## src/rtl/fpw_pkg.sv

```systemverilog
package fpw_pkg;

    typedef enum logic {
        CVT_H2S = 1'b0,
        CVT_S2D = 1'b1
    } cvt_mode_e;

    typedef struct packed {
        logic invalid;
        logic denorm;
    } fp_flags_t;

endpackage

```

## src/rtl/fpw_lzc.sv

```systemverilog
module fpw_lzc #(
    parameter int W  = 10,
    localparam int CW = $clog2(W + 1)
) (
    input  logic [W-1:0]  din,
    output logic [CW-1:0] zeros
);

    // The highest set bit decides the count; the scan runs upward so it wins.
    always_comb begin
        zeros = CW'(W);
        for (int i = 0; i < W; i++) begin
            if (din[i]) zeros = CW'(W - 1 - i);
        end
    end

endmodule

```

## src/rtl/fpw_lane.sv

```systemverilog
module fpw_lane
    import fpw_pkg::*;
#(
    parameter int NE = 5,
    parameter int NM = 10,
    parameter int WE = 8,
    parameter int WM = 23,
    localparam int NW = 1 + NE + NM,
    localparam int WW = 1 + WE + WM
) (
    input  logic [NW-1:0] nar_i,
    input  logic          flush_i,
    input  logic          dnan_i,
    output logic [WW-1:0] wide_o,
    output fp_flags_t     flags_o
);

    localparam int NBIAS  = (1 << (NE - 1)) - 1;
    localparam int WBIAS  = (1 << (WE - 1)) - 1;
    localparam int REBIAS = WBIAS - NBIAS;
    localparam int PAD    = WM - NM;
    localparam int CW     = $clog2(NM + 1);

    logic          sgn;
    logic [NE-1:0] nexp;
    logic [NM-1:0] man;
    logic [CW-1:0] lz;
    logic [NM-1:0] sub_man;
    logic [WE-1:0] sub_exp;
    logic [WE-1:0] nrm_exp;

    assign sgn  = nar_i[NW-1];
    assign nexp = nar_i[NW-2 -: NE];
    assign man  = nar_i[NM-1:0];

    fpw_lzc #(.W(NM)) u_lzc (
        .din   (man),
        .zeros (lz)
    );

    // Subnormal: shift the leading one out, lower the exponent by the shift.
    assign sub_man = man << (lz + 1'b1);
    assign sub_exp = WE'(REBIAS) - WE'(lz);
    assign nrm_exp = WE'(nexp) + WE'(REBIAS);

    always_comb begin
        wide_o  = '0;
        flags_o = '0;
        if (nexp == '0) begin
            if (man == '0) begin
                wide_o = {sgn, {(WW-1){1'b0}}};
            end else if (flush_i) begin
                wide_o         = {sgn, {(WW-1){1'b0}}};
                flags_o.denorm = 1'b1;
            end else begin
                wide_o = {sgn, sub_exp, sub_man, {PAD{1'b0}}};
            end
        end else if (&nexp) begin
            if (man == '0) begin
                wide_o = {sgn, {WE{1'b1}}, {WM{1'b0}}};
            end else begin
                flags_o.invalid = ~man[NM-1];
                if (dnan_i) begin
                    wide_o = {1'b0, {WE{1'b1}}, 1'b1, {(WM-1){1'b0}}};
                end else begin
                    wide_o = {sgn, {WE{1'b1}}, 1'b1, man[NM-2:0], {PAD{1'b0}}};
                end
            end
        end else begin
            wide_o = {sgn, nrm_exp, man, {PAD{1'b0}}};
        end
    end

endmodule

```

## src/rtl/fpw_widen_odd.sv

```systemverilog
module fpw_widen_odd
    import fpw_pkg::*;
#(
    parameter int VEC_W = 128
) (
    input  logic               clk,
    input  logic               rst_n,
    input  logic               in_valid,
    input  logic               cvt_mode,
    input  logic               flush_den,
    input  logic               dflt_nan,
    input  logic               flag_clr,
    input  logic [VEC_W-1:0]   src_vec,
    input  logic [VEC_W-1:0]   dst_old,
    input  logic [VEC_W/8-1:0] pred_mask,
    output logic               res_valid,
    output logic [VEC_W-1:0]   res_vec,
    output logic               flag_inv,
    output logic               flag_den
);

    localparam int N32 = VEC_W / 32;
    localparam int N64 = VEC_W / 64;

    typedef struct packed {
        logic             valid;
        logic [VEC_W-1:0] vec;
        fp_flags_t        flags;
    } state_t;

    state_t st_d, st_q;

    cvt_mode_e        mode;
    logic             act_h, act_d, any_act;
    logic [VEC_W-1:0] src_eff;

    logic [31:0] h_res [N32];
    fp_flags_t   h_flg [N32];
    logic [63:0] d_res [N64];
    fp_flags_t   d_flg [N64];

    assign mode = cvt_mode_e'(cvt_mode);

    // Lane activity: only the lowest-byte predicate bit of each wide lane counts.
    always_comb begin
        act_h = 1'b0;
        act_d = 1'b0;
        for (int i = 0; i < N32; i++) act_h |= pred_mask[4*i];
        for (int i = 0; i < N64; i++) act_d |= pred_mask[8*i];
        any_act = (mode == CVT_S2D) ? act_d : act_h;
    end

    // With nothing active the converters see zeros and stay quiet.
    assign src_eff = any_act ? src_vec : '0;

    for (genvar g = 0; g < N32; g++) begin : g_h2s
        fpw_lane #(.NE(5), .NM(10), .WE(8), .WM(23)) u_lane (
            .nar_i   (src_eff[32*g+16 +: 16]),
            .flush_i (flush_den),
            .dnan_i  (dflt_nan),
            .wide_o  (h_res[g]),
            .flags_o (h_flg[g])
        );
    end

    for (genvar g = 0; g < N64; g++) begin : g_s2d
        fpw_lane #(.NE(8), .NM(23), .WE(11), .WM(52)) u_lane (
            .nar_i   (src_eff[64*g+32 +: 32]),
            .flush_i (flush_den),
            .dnan_i  (dflt_nan),
            .wide_o  (d_res[g]),
            .flags_o (d_flg[g])
        );
    end

    always_comb begin
        logic [VEC_W-1:0] merged;
        fp_flags_t        new_flg;

        merged  = dst_old;
        new_flg = '0;
        if (mode == CVT_H2S) begin
            for (int i = 0; i < N32; i++) begin
                if (pred_mask[4*i]) begin
                    merged[32*i +: 32] = h_res[i];
                    new_flg            = new_flg | h_flg[i];
                end
            end
        end else begin
            for (int i = 0; i < N64; i++) begin
                if (pred_mask[8*i]) begin
                    merged[64*i +: 64] = d_res[i];
                    new_flg            = new_flg | d_flg[i];
                end
            end
        end

        st_d       = st_q;
        st_d.valid = in_valid;
        if (flag_clr) st_d.flags = '0;
        if (in_valid) begin
            st_d.vec   = merged;
            st_d.flags = st_d.flags | new_flg;
        end
    end

    always_ff @(posedge clk or negedge rst_n) begin
        if (!rst_n) st_q <= '0;
        else        st_q <= st_d;
    end

    assign res_valid = st_q.valid;
    assign res_vec   = st_q.vec;
    assign flag_inv  = st_q.flags.invalid;
    assign flag_den  = st_q.flags.denorm;

endmodule

```

## config.mk

```make
export PLATFORM = sky130hd
export DESIGN_NAME = fpw_widen_odd
export DESIGN_NICKNAME = d
export VERILOG_FILES = /design/src/rtl/fpw_pkg.sv /design/src/rtl/fpw_lzc.sv /design/src/rtl/fpw_lane.sv /design/src/rtl/fpw_widen_odd.sv
export SDC_FILE = /design/constraint.sdc
export NUM_CORES = 1
export LEC_CHECK = 0
export CAP_MARGIN = 30
export CORE_MARGIN = 1.5
export CORE_UTILIZATION = 49
export CTS_BUF_LIST = sky130_fd_sc_hd__clkbuf_4 sky130_fd_sc_hd__clkbuf_8
export DETAILED_ROUTE_END_ITERATION = 16
export PLACE_DENSITY = 0.83
export SYNTH_ARGS = -nofsm -noshare
export SYNTH_HDL_FRONTEND = slang
export SYNTH_SLANG_ARGS = --single-unit
```

## constraint.sdc

```tcl
create_clock -name clk -period 3 [get_ports clk]
set_input_delay 0.45 -clock clk [delete_from_list [all_inputs] [get_ports clk]]
set_output_delay 0.45 -clock clk [all_outputs]
set_load 0.02 [all_outputs]
```

==> flow_summary.toml, run 1 <==
[yosys]
syn_area_per_cell_um2 = 7.16
syn-cell-area_um2 = 13900
synthFlopType = "dfrtp_1"
synth_edf_count = 0
async_flop_share_pct = 100
yosys_warnings = 0
synthesis.instances = 1938
synth_nets = 2229
ys_ff_latch = 131
ys_seq_area_share_pct = 23.6
yosysUniqueCellTypes = 101

[floorplan]
fp.dieH_um = 171
fp.dieW_um = 171
start_util_pct = 49.8
row_count = 61
ios = 410

[run_status]
first-error = "[ERROR GRT-0116] Global routing finished with congestion. Check the congestion regions in the DRC Viewer."
haltStage = "global routing (5_1_grt)"
status = "stopped before the end"

[clock_network]
cts_htree_levels = 4
clockBufferDepth = 2
cts_inserted_buffers = 17
clkSinkCount = 131
ctsRootBufferMaster = "clkbuf_8"

[global_route]
grt_pass1_wl_um = 143000
grt_pass1_vias = 23600
track_usage_pct = 65.2
grt_overflow = 9
grt_max_degree = 96

[placement]
finalWeightedCongestion = 1.25
port_buffers = 365
dp_worst_setup_slack_ns = -1.08
hpwl_um = 55500
placed_cell_area_um2 = 21800
-- stage by stage --
stage,hold slack [ns],cells
CTS,0.356,3118
floorplan,0.154,1938
detailed placement,0.411,3052
global placement,0.412,3051
-- cells in the mapped netlist, types with 12 or more instances --
master    instances  area (um2)
nor2_1          215         807
nand2_1         204         766
a21oi_1         202        1010
dfrtp_1         131        3280
clkbuf_1        129         484
o21ai_0         128         641
mux2i_1          71         711
nand3_1          64         320
nor3_1           61         305
inv_1            48         180
nor2b_1          42         263
a31oi_1          39         244
a22oi_1          32         240
o211ai_1         30         225
a31o_2           29         254
a221oi_1         28         245
a211oi_1         26         195
nand4_1          25         156
and3_1           23         144
nor4_1           23         144
buf_2            21         105
buf_1            17        63.8
o221ai_1         16         140
a221o_1          15         150
o31ai_1          15         113
or3_1            15        93.8
o22ai_1          14        87.6
ha_1             12         150
-- routing by layer --
layer	global-route usage, %	overflow
met5	32.5	0
met3	52.2	0
met2	82.2	5
met4	57.1	4
met1	65.4	0
-- what timing repair did --
| item | 4_1_cts |
|---|---|
| endpoints found under the setup margin | 88 |
| pin swaps | 66 |
| hold buffers | 1 |
| buffers inserted | 32 |
| endpoints found under the hold margin | 38 |
| cloned | 1 |
| gates resized for setup | 185 |
-- cell families after synthesis --
group           share of synthesized area [%]
compound gates                           35.2
xor+xnor                                 1.52
fa+ha+maj                                1.08
buf+inv                                  6.35
flops                                    23.6
mux                                      6.93
simple gates                             25.3
==> inputs of run 2 (changes only) <==
Settings changed: CORE_UTILIZATION 49 to 34, CTS_BUF_LIST sky130_fd_sc_hd__clkbuf_4 sky130_fd_sc_hd__clkbuf_8 to unset, PLACE_DENSITY 0.83 to unset, PLACE_DENSITY_LB_ADDON set to 0.15.
==> flow_summary.toml, run 2 <==
[critical_path]
worstPathMaxFanout = 8
startpoint = "src_vec[34]"
required_ns = 3.33
r2r-end = "res_vec[43]"
critical_path_arrival_ns = 3.49
start_kind = "input pin"
crit_chain = "buf_8 -> nor2_4 -> or4b_4 -> a31oi_4 -> nor2_4 -> nor2_4 -> inv_2 -> ha_4 -> buf_12 -> buf_4 -> mux2_2 -> o211ai_1 -> buf_4 -> buf_4 -> nor2_1 -> a221oi_1 -> o2bb2ai_1"
r2r_cells = 4
regToRegSetupSlack_ns = 1.87
cp-end-kind = "register"
reg2reg_from = "res_vec[43]"
slowest_delay_ns = 0.54
cpMaxStageDelayCell = "or4b_4"
path_class = "input pin to register"

[placement]
dp.cells = 3252
port_buffers = 365
finalWeightedCongestion = 1.00
placed_cell_area_um2 = 22400
hpwl_um = 63300

[power_and_ir_drop]
power.total_uw = 9300
seqPwrFrac_pct = 22.5
p_int_uw = 5570
p_leak_uw = 0.0106
pwr_density_cell_nw_per_um2 = 375
p_sw_share_pct = 40.1
ir_drop_uv = 468
clockPowerShare_pct = 24.9
power_switching_uw = 3730
pwr-share-comb_pct = 52.6

[sta]
fin_skew_ns = 0
drv_slew = 0
worst_pin_slew_ns = 0.957
fin_tns_setup_ns = -1.37
hold_viol = 4
holdWs_ns = -0.00458
rsz0062_at_grt = "true"
min_period_ns = 3.16
setup_viol = 16
setup_slack_ns = -0.157
relSlewSlack_pct = 36.2
period_share_pct = 105
max_freq_ghz = 0.317

[clock_network]
clkSinkCount = 131
cts_hold_buf = 0
ctsRootBufferMaster = "clkbuf_16"
cts_htree_levels = 4
clk-insertion-delay-late_ns = 0.45
cts.clk_slew.worst_paths_ns = 0.07
cts_tree = "built"
cts_inserted_buffers = 17
clockBufferDepth = 2

[routing]
post_drt_wl_per_cell_um = 24.6
avgViaCountPerCell = 6.01
firstDrtPassIters = 6
ant_nets = 0
drc_errors = 0
drtIter0Drc = 1771
drt_wl_total_um = 82200
vias = 20100

[yosys]
synth_simple_gate_area_share_pct = 25.3
yosys_warnings = 0
synth_edf_count = 0
yosysMostFrequentCell = "nor2_1"
synth_area_leaders = "dfrtp_1 (24%), a21oi_1 (7.3%), nor2_1 (5.8%), nand2_1 (5.5%), mux2i_1 (5.1%)"
syn-cell-area_um2 = 13900
synthXorXnorAreaFrac_pct = 1.52
synthesis.instances = 1938
ys_ff_latch = 131
syn_area_per_cell_um2 = 7.16
yosysUniqueCellTypes = 101
ys_seq_area_share_pct = 23.6
synth_nets = 2229
synth_compound_area_share_pct = 35.2
synthFlopType = "dfrtp_1"
async_flop_share_pct = 100
synth_common_cells = "nor2_1 (215), nand2_1 (204), a21oi_1 (202)"
yosys.area_share.adder_pct = 1.08
synth_area_leader_cell = "dfrtp_1"
synthMuxAreaShare_pct = 6.93
synth_top_cell_area_share_pct = 23.6
synth_top_family_by_area = "compound AO/OA/AOI/OAI gates"

[cells_and_area]
largest_reg_flops = 128
drive_above_1_share_pct = 35.2
postLayoutCellArea_um2 = 24800
final_common_cell = "buf_4"
areaGrowthSynthToFinish_pct = 78.5
diodes = 0
fin_cells = 3347
layout_common_cells = "buf_4 (611), clkdlybuf4s50_1 (311), nand2_1 (194), nor2_1 (187), a21oi_1 (186)"
finalNetCount = 3100

[floorplan]
start_util_pct = 34.7
row_count = 73
fp.dieH_um = 205
fp.dieW_um = 205
die_area_um2 = 42000
core_area_um2 = 40000
ios = 410

[global_route]
grt_pass1_vias = 19900
grt_overflow = 0
track_usage_pct = 38.2
grt_max_degree = 126
grt_antenna_before_repair = 1
grt_pass1_wl_um = 121000

[min_path]
hold_class = "input pin to asynchronous set/reset pin"

[job]
maxCapViolations = 0

[run_status]
violations = "hold timing, setup timing"
status = "finished, violations left"
## run 2: cells by family (layout without fill, tap and decap cells)
logic type / Yosys count / in the layout
adders and majority gates: 12 / 12
xor gates and xnor gates: 21 / 21
and+or+nand+nor: 737 / 737
buffers and inverters: 223 / 1107
DFF: 131 / 131
AOI/OAI and AO/OA: 726 / 726
muxes: 88 / 88
## run 2: metrics by stage
| step | setup slack [ns] | util, % |
|---|---|---|
| 2_1_floorplan | -0.329 | - |
| 3_3_place_gp | -1.17 | 56.0 |
| 3_5_place_dp | -1.23 | 56.0 |
| 4_1_cts | -0.0914 | 59.8 |
| 5_1_grt | -0.296 | 61.9 |
| 6_report | -0.157 | 61.9 |
## run 2: worst max-delay path: cells and delay by family
| family | cells | cell delay [ns] |
|---|---|---|
| adder cells (fa/ha/maj) | 1 | 0.28 |
| AND/OR/NAND/NOR | 5 | 0.82 |
| buffers and inverters | 6 | 0.74 |
| multiplexers | 1 | 0.34 |
| AO/OA/AOI/OAI | 4 | 0.86 |
## run 2: layout make-up
class                   count  area, um2
inverters                  54        219
clock buffers              17        425
clock inverters            15        186
fillers                  3646      15200
multi-input cells        1584      11200
repair buffers           1021       8850
well taps                 525        657
flip-flops and latches    131       3280
## run 2: timing repair
action,CTS,global route
pin swaps,76,76
setup endpoints to repair,92,81
resized for setup,225,158
buffers inserted,38,29
gates cloned,0,1
## run 2: power groups by stage
stage / Combinational, uW / Sequential, uW / Clock, uW
floorplan: 1790 / 2320 / 0
global placement: 4330 / 2110 / 0
detailed placement: 4340 / 2120 / 0
CTS: 4560 / 2080 / 2340
global route: 5150 / 2110 / 2410
finish: 4890 / 2090 / 2320
## run 2: layer usage
layer  global-route usage [%]  vias to the layer above  wire, um
li1                         -                     9067         -
met1                     44.9                     9703     31400
met2                     63.8                     1070     39000
met3                     7.17                      278      6050
met4                     24.2                        2      5760
met5                        0                        -        13
## run 2: worst max path at each step
stage | to | slack, ns
floorplan | res_vec[50] | -0.33
global placement | res_vec[41] | -1.17
detailed placement | res_vec[45] | -1.23
CTS | res_vec[38] | -0.09
global route | res_vec[32] | -0.30
finish | res_vec[32] | -0.16
Note: power is estimated with default switching activity, not from simulation.
